### config.mk
export PLATFORM = sky130hd
export DESIGN_NAME = fault_irq_agg
export DESIGN_NICKNAME = d
export VERILOG_FILES = /design/src/rtl/fault_irq_pkg.sv /design/src/rtl/fault_flag_bank.sv /design/src/rtl/fault_route.sv /design/src/rtl/fault_regif.sv /design/src/rtl/fault_irq_agg.sv
export SDC_FILE = /design/constraint.sdc
export NUM_CORES = 1
export LEC_CHECK = 0
export BUFFER_PORTS_ARGS = -buffer_cell sky130_fd_sc_hd__buf_2
export CAP_MARGIN = 20
export CORE_MARGIN = 5
export CORE_UTILIZATION = 35
export CTS_CLUSTER_DIAMETER = 120
export CTS_CLUSTER_SIZE = 8
export DETAILED_ROUTE_END_ITERATION = 10
export PLACE_DENSITY = 0.77
export SYNTH_ARGS = -nofsm -noshare
export SYNTH_HDL_FRONTEND = slang
export SYNTH_SLANG_ARGS = --single-unit
### constraint.sdc
create_clock -name clk -period 1 [get_ports clk]
set_clock_uncertainty 0.1 [all_clocks]
set_input_delay 0.05 -clock clk [delete_from_list [all_inputs] [get_ports clk]]
set_output_delay 0.05 -clock clk [all_outputs]
set_load 0.01 [all_outputs]
### src/rtl/fault_irq_pkg.sv
package fault_irq_pkg;
   localparam int unsigned FLT_BIST   = 0;
   localparam int unsigned FLT_REG    = 1;
   localparam int unsigned FLT_THERM  = 2;
   localparam int unsigned FLT_ENRB   = 3;
   localparam int unsigned FLT_MEMERR = 4;
   localparam int unsigned FLT_WDOG   = 5;
   localparam int unsigned FLT_OSC    = 6;
   localparam int unsigned FLT_PEC    = 7;
   localparam int unsigned FLT_ALARM  = 8;
   localparam int unsigned FLT_PINRB  = 9;
   localparam int unsigned FLT_CRC    = 10;
   localparam int unsigned FLT_COUNT  = 11;

   localparam int unsigned ADR_FLAGS = 0;
   localparam int unsigned ADR_CTRL  = 1;
   localparam int unsigned ADR_STAT  = 2;

   localparam int unsigned CTL_FORCE = 0;
   localparam int unsigned CTL_WDRST = 1;
   localparam int unsigned STA_IRQ   = 0;
   localparam int unsigned STA_RST   = 1;

   typedef struct packed {
      logic wdog_rst_en;
      logic force_irq;
   } ctrl_t;
endpackage

### src/rtl/fault_flag_bank.sv
module fault_flag_bank #(
   parameter int unsigned N = 11
) (
   input  logic         clk,
   input  logic         rst_n,
   input  logic [N-1:0] set_i,
   input  logic [N-1:0] clr_i,
   output logic [N-1:0] flag_o
);
   for (genvar i = 0; i < N; i++) begin : g_cell
      always_ff @(posedge clk or negedge rst_n) begin
         if (!rst_n)        flag_o[i] <= 1'b0;
         else if (set_i[i]) flag_o[i] <= 1'b1;
         else if (clr_i[i]) flag_o[i] <= 1'b0;
      end
   end
endmodule

### src/rtl/fault_route.sv
module fault_route #(
   parameter int unsigned N       = 11,
   parameter logic [N-1:0] RST_MASK = '0,
   parameter int unsigned WD_IDX  = 5
) (
   input  logic [N-1:0] flag_i,
   input  logic         force_irq_i,
   input  logic         wdog_rst_en_i,
   output logic         irq_n_o,
   output logic         rst_req_n_o
);
   logic [N-1:0] rst_hit;

   for (genvar i = 0; i < N; i++) begin : g_route
      if (i == WD_IDX) begin : g_wdog
         assign rst_hit[i] = flag_i[i] & (RST_MASK[i] | wdog_rst_en_i);
      end else if (RST_MASK[i]) begin : g_rst
         assign rst_hit[i] = flag_i[i];
      end else begin : g_irq_only
         assign rst_hit[i] = 1'b0;
      end
   end

   assign irq_n_o     = ~((|flag_i) | force_irq_i);
   assign rst_req_n_o = ~(|rst_hit);
endmodule

### src/rtl/fault_regif.sv
module fault_regif
   import fault_irq_pkg::*;
#(
   parameter int unsigned N      = 11,
   parameter int unsigned DATA_W = 16,
   parameter int unsigned ADDR_W = 2
) (
   input  logic              clk,
   input  logic              rst_n,
   input  logic              wr_i,
   input  logic [ADDR_W-1:0] addr_i,
   input  logic [DATA_W-1:0] wdata_i,
   input  logic [N-1:0]      flag_i,
   input  logic              irq_n_i,
   input  logic              rst_req_n_i,
   output logic [N-1:0]      clr_o,
   output ctrl_t             ctrl_o,
   output logic [DATA_W-1:0] rdata_o
);
   localparam logic [ADDR_W-1:0] A_FLAGS = ADDR_W'(ADR_FLAGS);
   localparam logic [ADDR_W-1:0] A_CTRL  = ADDR_W'(ADR_CTRL);
   localparam logic [ADDR_W-1:0] A_STAT  = ADDR_W'(ADR_STAT);

   logic wr_flags, wr_ctrl;
   assign wr_flags = wr_i && (addr_i == A_FLAGS);
   assign wr_ctrl  = wr_i && (addr_i == A_CTRL);
   assign clr_o    = wr_flags ? wdata_i[N-1:0] : '0;

   always_ff @(posedge clk or negedge rst_n) begin
      if (!rst_n) begin
         ctrl_o <= '0;
      end else if (wr_ctrl) begin
         ctrl_o.force_irq   <= wdata_i[CTL_FORCE];
         ctrl_o.wdog_rst_en <= wdata_i[CTL_WDRST];
      end
   end

   always_comb begin
      rdata_o = '0;
      unique case (addr_i)
         A_FLAGS: rdata_o[N-1:0] = flag_i;
         A_CTRL: begin
            rdata_o[CTL_FORCE] = ctrl_o.force_irq;
            rdata_o[CTL_WDRST] = ctrl_o.wdog_rst_en;
         end
         A_STAT: begin
            rdata_o[STA_IRQ] = irq_n_i;
            rdata_o[STA_RST] = rst_req_n_i;
         end
         default: rdata_o = '0;
      endcase
   end

   if (N < DATA_W) begin : g_spare
      logic unused_wdata_hi;
      assign unused_wdata_hi = ^wdata_i[DATA_W-1:N];
   end
endmodule

### src/rtl/fault_irq_agg.sv
module fault_irq_agg
   import fault_irq_pkg::*;
#(
   parameter int unsigned NUM_FLAGS = FLT_COUNT,
   parameter int unsigned DATA_W    = 16,
   parameter int unsigned ADDR_W    = 2,
   parameter int unsigned WDOG_IDX  = FLT_WDOG,
   parameter logic [NUM_FLAGS-1:0] RST_ROUTE = NUM_FLAGS'(11'b000_0001_1111)
) (
   input  logic                 clk,
   input  logic                 rst_n,
   input  logic [NUM_FLAGS-1:0] fault_evt,
   input  logic                 reg_wr,
   input  logic [ADDR_W-1:0]    reg_addr,
   input  logic [DATA_W-1:0]    reg_wdata,
   output logic [DATA_W-1:0]    reg_rdata,
   output logic                 irq_n,
   output logic                 rst_req_n
);
   if (NUM_FLAGS == 0 || NUM_FLAGS > DATA_W) begin : g_bad_n
      $error("NUM_FLAGS must be 1..DATA_W");
   end
   if (DATA_W < 2) begin : g_bad_dw
      $error("DATA_W must hold the two status bits");
   end
   if (ADDR_W < 2) begin : g_bad_aw
      $error("ADDR_W must reach three registers");
   end
   if (WDOG_IDX >= NUM_FLAGS) begin : g_bad_wd
      $error("WDOG_IDX outside the flag range");
   end

   logic [NUM_FLAGS-1:0] flag_q;
   logic [NUM_FLAGS-1:0] clr_mask;
   ctrl_t                ctrl_q;

   fault_flag_bank #(.N(NUM_FLAGS)) u_bank (
      .clk    (clk),
      .rst_n  (rst_n),
      .set_i  (fault_evt),
      .clr_i  (clr_mask),
      .flag_o (flag_q)
   );

   fault_route #(
      .N        (NUM_FLAGS),
      .RST_MASK (RST_ROUTE),
      .WD_IDX   (WDOG_IDX)
   ) u_route (
      .flag_i        (flag_q),
      .force_irq_i   (ctrl_q.force_irq),
      .wdog_rst_en_i (ctrl_q.wdog_rst_en),
      .irq_n_o       (irq_n),
      .rst_req_n_o   (rst_req_n)
   );

   fault_regif #(
      .N      (NUM_FLAGS),
      .DATA_W (DATA_W),
      .ADDR_W (ADDR_W)
   ) u_regif (
      .clk         (clk),
      .rst_n       (rst_n),
      .wr_i        (reg_wr),
      .addr_i      (reg_addr),
      .wdata_i     (reg_wdata),
      .flag_i      (flag_q),
      .irq_n_i     (irq_n),
      .rst_req_n_i (rst_req_n),
      .clr_o       (clr_mask),
      .ctrl_o      (ctrl_q),
      .rdata_o     (reg_rdata)
   );
endmodule

Yosys cells after proc, flatten, opt, wreduce, memory -nomap -nowiden
Index checks and enable logic that the tools add are counted.

Mux-type cells: 25. Equal/unequal tests: 2. Reduce and logical (&&, ||, !) cells: 16. Bitwise operators: 4.

Operators with widths (number): 2-to-1 mux 1 bit (22); nonzero test 2 bit (11); 2-to-1 mux 11 bit (1); OR reduction 11 bit (1); 2-to-1 mux 9 bit (1); case mux 2 bit (3 select lines) (1); OR reduction 6 bit (1); equality test 2 x 1 -> 1 bit, second input constant (1); equality test 2 bit, second input constant (1); logical AND 1 bit (2); zero test 2 bit (1); inverter 1 bit (2); AND 1 bit (1); OR 1 bit (1).

Register bits: 13. Input port bits: 32. Output and inout port bits: 18. Logic and storage cells: 60.

Longest topological paths before layout
Gate-level depths: netlist (run 1).

Depth after elaboration: 5. Depth in mapped cells: 5. Gate-level depth less buffers: 3.

Cells and area by module
A second synthesis (run 1) with hierarchy kept.

Cell total of the unflattened synthesis: 78. Area total of the unflattened synthesis: 783.3 µm².

By module, submodules not included: fault_flag_bank (cells an instance 33, area each 399.1 µm², instances 1, sequential area each 275.3 µm²); fault_regif (cells an instance 40, area each 342.8 µm², instances 1, sequential area each 50.0 µm²); fault_route (cells an instance 5, area each 41.3 µm², instances 1, sequential area each 0.0 µm²).

Least setup slack after synthesis (run 1)
No wires, ideal clock.

Kind: register -> output. Start point: reg u_bank.flag_o[4]. End point: out reg_rdata[1]. Buffers on the path: 0. Cell stages (with the launch flop): 4. Arrival time: 1.013 ns. Data required time: 0.850 ns. Path slack: -0.163 ns. Cells stage by stage: dfrtp_1 -> nor3_1 -> a41oi_1 -> o22ai_1.

Longest elaborated chain between the ends: 3.

RTL lines: from (decl) (line fault_flag_bank.sv:8) `output logic [N-1:0] flag_o`; from (signal, indexed assignment) (line fault_flag_bank.sv:12) `if (!rst_n) flag_o[i] <= 1'b0;`; from (signal, indexed assignment) (line fault_flag_bank.sv:13) `else if (set_i[i]) flag_o[i] <= 1'b1;`; from (signal, indexed assignment) (line fault_flag_bank.sv:14) `else if (clr_i[i]) flag_o[i] <= 1'b0;`; OR reduction 6 bit (line fault_route.sv:25) `assign rst_req_n_o = ~(|rst_hit);`; inverter 1 bit (line fault_route.sv:25); case mux 2 bit (3 select lines) (line fault_regif.sv:40) `unique case (addr_i)`; to (decl) (line fault_irq_agg.sv:16) `output logic [DATA_W-1:0] reg_rdata,`.

No other way between the ends.

Worst setup path after layout (run 1)
Start point: reg u_bank.flag_o[3]. End point: out reg_rdata[1].

Same word-level chain as after synthesis.

==> results of run 1 <==
## cells in the final DEF, fill, tap and decap left out
cell / netlist / routed
buf_4: 6 / 13
a41oi_1: 1 / 1
and2_4: 0 / 6
buf_2: 0 / 33
and2_1: 9 / 3
a21o_1: 11 / 11
dlygate4sd3_1: 0 / 23
nor3_1: 2 / 1
nor3b_2: 1 / 1
nand3b_1: 1 / 1
nor2_1: 3 / 2
a21oi_2: 0 / 1
nor2_2: 0 / 1
nand2_1: 15 / 15
conb_1: 1 / 5
o22ai_2: 0 / 2
mux2_4: 0 / 2
clkbuf_1: 0 / 1
nand4b_1: 1 / 1
buf_6: 1 / 17
dfrtp_1: 13 / 13
nor4_2: 0 / 1
clkbuf_4: 0 / 3
mux2i_1: 1 / 1
nor2b_1: 1 / 1
nor3_4: 0 / 1
## worst max-delay path: stages, from the launching register on
cell and delay (ns):
dfrtp_1 0.41, nor3_4 0.24, a41oi_1 0.16, o22ai_2 0.13
buf_2 0.17
## logic make-up (layout without fill, tap and decap cells)
kind of cell / after synthesis / after routing / synth area share, %
simple gates: 34 / 34 / 25.0
compound gates: 15 / 15 / 15.5
flops: 13 / 13 / 46.3
buf+inv: 7 / 90 / 8.02
mux: 3 / 3 / 4.63
other cells: 1 / 5 / 0.534
## power by group
part | total [mW] | switching [mW] | internal [mW]
Combinational | 0.430 | 0.154 | 0.276
Clock | 0.316 | 0.162 | 0.154
Sequential | 0.583 | 0.0270 | 0.556
## stage by stage
stage                     total power, mW  worst slack, ns  cells  util, %
after floorplan                     0.717          -0.0325     77        -
after detailed placement            0.868           -0.190    154     54.0
after global placement              0.857           -0.172    154     54.0
after global routing                 1.39           -0.556    187     75.4
after CTS                            1.26           -0.481    182     70.5
final                                1.33           -0.511    187     75.4
## metal layers
layer,vias up,part of all wire (%)
li1,415,-
met1,401,37
met2,49,54
met3,6,7.2
met4,0,1.2
met5,-,0
## layout make-up
class / count / area [µm²]
Timing Repair Buffer: 86 / 684
Fill cell: 136 / 478
Multi-Input combinational cell: 57 / 394
Sequential cell: 13 / 325
Tap cell: 27 / 33.8
Clock buffer: 4 / 26.3
## Yosys cell counts
cell type | count | share of area, %
nor2b_1 | 1 | 0.89
buf_6 | 1 | 1.6
mux2_2 | 2 | 3.2
nor4_1 | 1 | 0.89
conb_1 | 1 | 0.53
nand3b_1 | 1 | 1.1
nor3_1 | 2 | 1.4
and2_1 | 9 | 8.0
mux2i_1 | 1 | 1.4
buf_4 | 6 | 6.4
a21o_1 | 11 | 12
a41oi_1 | 1 | 1.2
nor3b_2 | 1 | 1.8
a21oi_1 | 1 | 0.71
nand4b_1 | 1 | 1.2
nand2_1 | 15 | 8.0
dfrtp_1 | 13 | 46
o22ai_1 | 2 | 1.8
nor2_1 | 3 | 1.6
## final timing paths
path	start	end	slack, ns	depth (start not counted)
worst max-delay path	u_bank.flag_o[3]$_DFFE_PN0P_	reg_rdata[1]	-0.51	4
worst max register to register	u_bank.flag_o[2]$_DFFE_PN0P_	u_bank.flag_o[2]$_DFFE_PN0P_	-0.01	3
min in group clk	reg_wr	u_regif.ctrl_o[0]$_DFFE_PN0P_	0.14	3
worst min-delay path	rst_n	u_bank.flag_o[1]$_DFFE_PN0P_	0.10	2
worst min register to register	u_bank.flag_o[0]$_DFFE_PN0P_	u_bank.flag_o[0]$_DFFE_PN0P_	0.50	2
max in group asynchronous	rst_n	u_bank.flag_o[6]$_DFFE_PN0P_	0.46	2
## flip-flops by register name, indices dropped and copies added (netlist names)
| signal | count |
|---|---|
| u_bank.flag_o | 11 |
| u_regif.ctrl_o | 2 |
## what timing repair did
action | CTS | global route
buffers inserted | 1 | 7
hold buffers | 23 | 0
pin swaps | 0 | 2
endpoints found under the hold margin | 26 | 0
gates resized for setup | 14 | 15
setup endpoints to repair | 13 | 15
==> results_dict.tcl, run 1 <==
set metrics [dict create \
    worst_ep_arrival_time_ns 1.36 \
    synth_seq_cells 13 \
    outcome "complete, but fails checks" \
    vias_per_cell 4.66 \
    gr-total-overflow 0 \
    wirelength_mm 2.31 \
    gp_routability_congestion 0.869 \
    grt_max_degree 14 \
    design.die.area_mm2 0.00300 \
    die_height_um 54.8 \
    drt-pass1-iter-count 6 \
    final-hold-violation-count 0 \
    timing.fmax_mhz 662 \
    setup_viol 15 \
    final_layout_size_suffix_gt1_share_pct 50.6 \
    cp_data_required_time_ns 0.85 \
    floorplan.initialDensity_pct 36.1 \
    tritoncts "done" \
    ctsRootBufferMaster "clkbuf_4" \
    drv_slew 0 \
    final_net_count 193 \
    use_met1_pct 14.7 \
    setup_repair_after_global_routing_missed_its_margin "true" \
    first_pass_grt_wire_length_mm 3.31 \
    mappedNetlistArea_um2 702 \
    violations "negative setup slack" \
    core.rowCount 16 \
    critPathLaunchType "flop" \
    setup-tns-final_ns -3.94 \
    global_route.usage.met2_pct 32.9 \
    clk_pin_slew_ns 0.08 \
    synthesis.yosys.warnings 0 \
    pin_count 50 \
    period_needed_ns 1.51 \
    core_area_mm2 0.00194 \
    worst_hold_path_type "input pin to asynchronous set/reset pin" \
    clk_path_buf_depth 2 \
    insertedDiodeCount 0 \
    dr.first_iter.drc_count 16 \
    cts-htree-levels 1 \
    synthesis.area_per_instance_um2 9.62 \
    route.vias.total 871 \
    synth_sequential_area_ratio_pct 46.3 \
    vias_in_the_first_global_route 864 \
    timing.max_cap.violations 0 \
    worst-setup-path-type "flop to primary output" \
    power.leakage_nw 0.683 \
    groute.layer.met3.usage_pct 1.91 \
    cp-end-kind "primary output" \
    worst_ir_drop_vdd_v 0.000964 \
    grt_usage_pct 15.0 \
    post-route-period-util_pct 151 \
    synth_cells 73 \
    dieWidth_um 54.8 \
    worstSkewPairLatency_ns 0.27 \
    power_density_over_the_cells_mw_per_mm2 908 \
    routed_wire_length_per_instance_um 12.3 \
    buffer_ports.inserted 39 \
    layout_setup_ws_ns -0.511 \
    area_delta_synth_final_pct 109 \
    global_route.peak_usage_layer "met2" \
    timing.critical_path.fanout_max 3 \
    total_cell_area_at_the_placement_stage_mm2 0.00105 \
    cts-buffers-inserted 3 \
    postLayoutCellArea_mm2 0.00146 \
    cts.sinks 13 \
    final_layout_worst_hold_slack_ns 0.103 \
    drc 0 \
    number_of_antenna_violations_at_the_first_check_in_global_routing 0 \
    synthDistinctLibCells 19 \
    count_of_antenna_violating_nets_left_after_detailed_routing 0 \
]
Power figures use the tool's default switching activity.
==> inputs of run 2 (changes only) <==
--- a/config.mk
+++ b/config.mk
@@ -7,7 +7,6 @@
 export LEC_CHECK = 0
 export BUFFER_PORTS_ARGS = -buffer_cell sky130_fd_sc_hd__buf_2
 export CAP_MARGIN = 20
-export CORE_MARGIN = 5
 export CORE_UTILIZATION = 35
 export CTS_CLUSTER_DIAMETER = 120
 export CTS_CLUSTER_SIZE = 8
==> run 2 against run 1 <==
Against the previous run:
- the run still ends with negative setup slack left
- flip-flop and latch count did not move
- combinational power rose by 5.1%
- clock power rose by 1%
- core utilization rose by 7.4 points
- sequential power barely moved
- via count rose by 3.2%
- critical path depth did not move
- total power rose by 1.9%
==> results_dict.tcl, run 2 (synthesis results as in run 1) <==
set metrics [dict create \
    grt_usage_pct 27.3 \
    critPathSlowestCell "dfrtp_1" \
    drv_slew 0 \
    post-route-period-util_pct 147 \
    power.leakage_nw 0.687 \
    cts-buffers-inserted 3 \
    number_of_antenna_violations_at_the_first_check_in_global_routing 0 \
    final-hold-violation-count 0 \
    vias_in_the_first_global_route 920 \
    timing.max_cap.violations 0 \
    grt_max_degree 14 \
    cp-end-kind "primary output" \
    fin_util_pct 82.8 \
    worst_ep_arrival_time_ns 1.32 \
    top_register "u_bank.flag_o" \
    cp_cell_sequence "nor3_4 -> nand4b_1 -> o22ai_2 -> buf_2" \
    final_net_count 192 \
    outcome "complete, but fails checks" \
    commonest_cells_after_routing_fill_and_taps_aside "buf_2 (30), dlygate4sd3_1 (23), buf_6 (22)" \
    design.die.area_mm2 0.00219 \
    cts.sinks 13 \
    insertedDiodeCount 0 \
    worstReg2RegStart "u_bank.flag_o[3]$_DFFE_PN0P_" \
    detailedPlacementHpwl_mm 1.42 \
    die_height_um 46.8 \
    dieWidth_um 46.8 \
    count_of_antenna_violating_nets_left_after_detailed_routing 0 \
    power_density_over_the_cells_mw_per_mm2 909 \
    core_area_mm2 0.00180 \
    buffer_ports.inserted 39 \
    worst_ir_drop_vdd_v 0.000834 \
    crit_start "u_bank.flag_o[4]$_DFFE_PN0P_" \
    clk_pin_slew_ns 0.08 \
    timing.critical_path.fanout_max 3 \
    clk_path_buf_depth 2 \
    gp_routability_congestion 0.714 \
    layout_setup_ws_ns -0.472 \
    violations "negative setup slack" \
    timing.fmax_mhz 679 \
    core.rowCount 15 \
    ctsRootBufferMaster "clkbuf_4" \
    drt-pass1-iter-count 4 \
    tritoncts "done" \
    first_pass_grt_wire_length_mm 4.04 \
    worst_hold_path_type "input pin to asynchronous set/reset pin" \
    route.vias.total 899 \
    worstSkewPairLatency_ns 0.27 \
    setup_repair_after_global_routing_missed_its_margin "true" \
    cp_num_buf_inv 1 \
    setup_viol 17 \
    layout.cells.most_common "buf_2" \
    floorplan.initialDensity_pct 39.0 \
    routed_wire_length_per_instance_um 15.3 \
    cpLargestDelayFamily "flip-flops" \
    cts-htree-levels 1 \
    largest_register_ffs 11 \
    vias_per_cell 4.89 \
    post_layout_nonfiller_instances 184 \
    final_layout_size_suffix_gt1_share_pct 52.8 \
    place.detailed.instances 152 \
    pin_count 50 \
    cp_data_required_time_ns 0.85 \
    worst-setup-path-type "flop to primary output" \
    dr.first_iter.drc_count 7 \
    period_needed_ns 1.47 \
    gr-total-overflow 0 \
    area_delta_synth_final_pct 112 \
    critical_path_max_stage_delay_ns 0.41 \
    wirelength_mm 2.81 \
    reg.largest.list "u_bank.flag_o: 11 flops, u_regif.ctrl_o: 2 flops" \
    drc 0 \
    critPathLaunchType "flop" \
]
==> run 2: cell types whose count changed in the layout (fill, tap and decap cells not counted), sizes merged <==
| cell | previous run | this run |
|---|---|---|
| buf | 63 | 62 |
==> run 2: final timing paths <==
kind	end	slack (ns)	cells past startpoint
min reg2reg	u_bank.flag_o[7]$_DFFE_PN0P_	0.49	2
max reg2reg	u_bank.flag_o[3]$_DFFE_PN0P_	-0.11	4
min	u_bank.flag_o[5]$_DFFE_PN0P_	0.09	2
min in group clk	u_regif.ctrl_o[1]$_DFFE_PN0P_	0.17	3
max in group asynchronous	u_bank.flag_o[8]$_DFFE_PN0P_	0.48	2
max	reg_rdata[0]	-0.47	4
==> run 2: what timing repair did <==
item,4_1_cts,5_1_grt
hold endpoints to repair,26,0
resized for setup,17,25
pin swaps,1,3
setup buffers,5,9
endpoints found under the setup margin,13,17
hold buffers,23,0
==> run 2: final cells by class <==
type | instances | area [µm²]
multi-input cells | 57 | 405
flip-flops and latches | 13 | 325
clock buffers | 4 | 26.3
fillers | 111 | 310
repair buffers | 85 | 703
well taps | 25 | 31.3
==> run 2: report_power, final <==
| part | total, mW | leakage [nW] | internal [mW] | switching (mW) |
|---|---|---|---|---|
| Combinational | 0.452 | 0.548 | 0.283 | 0.170 |
| Sequential | 0.583 | 0.124 | 0.556 | 0.0270 |
| Clock | 0.320 | 0.0150 | 0.154 | 0.165 |
==> run 2: stage by stage <==
stage	cell area, µm²	setup WS [ns]	hold WS, ns	TNS, ns	total power, mW
6_report	1490	-0.472	0.0933	-4.13	1.36
5_1_grt	1490	-0.564	0.0992	-5.00	1.44
4_1_cts	1390	-0.471	0.0846	-3.95	1.28
3_5_place_dp	1050	-0.210	-0.153	-1.02	0.864
3_3_place_gp	1050	-0.157	-0.157	-0.616	0.855
2_1_floorplan	741	-0.0325	-0.346	-0.0885	0.717
==> run 2: layer usage <==
metal / routed length, µm / GRT usage (%) / up-vias / share of wire, %
met5: 0 / 0 / - / 0
met4: 142 / 20.6 / 0 / 5.1
met3: 146 / 4.62 / 14 / 5.2
met2: 1460 / 45.6 / 51 / 52
met1: 1060 / 31.3 / 420 / 38
li1: - / - / 414 / -
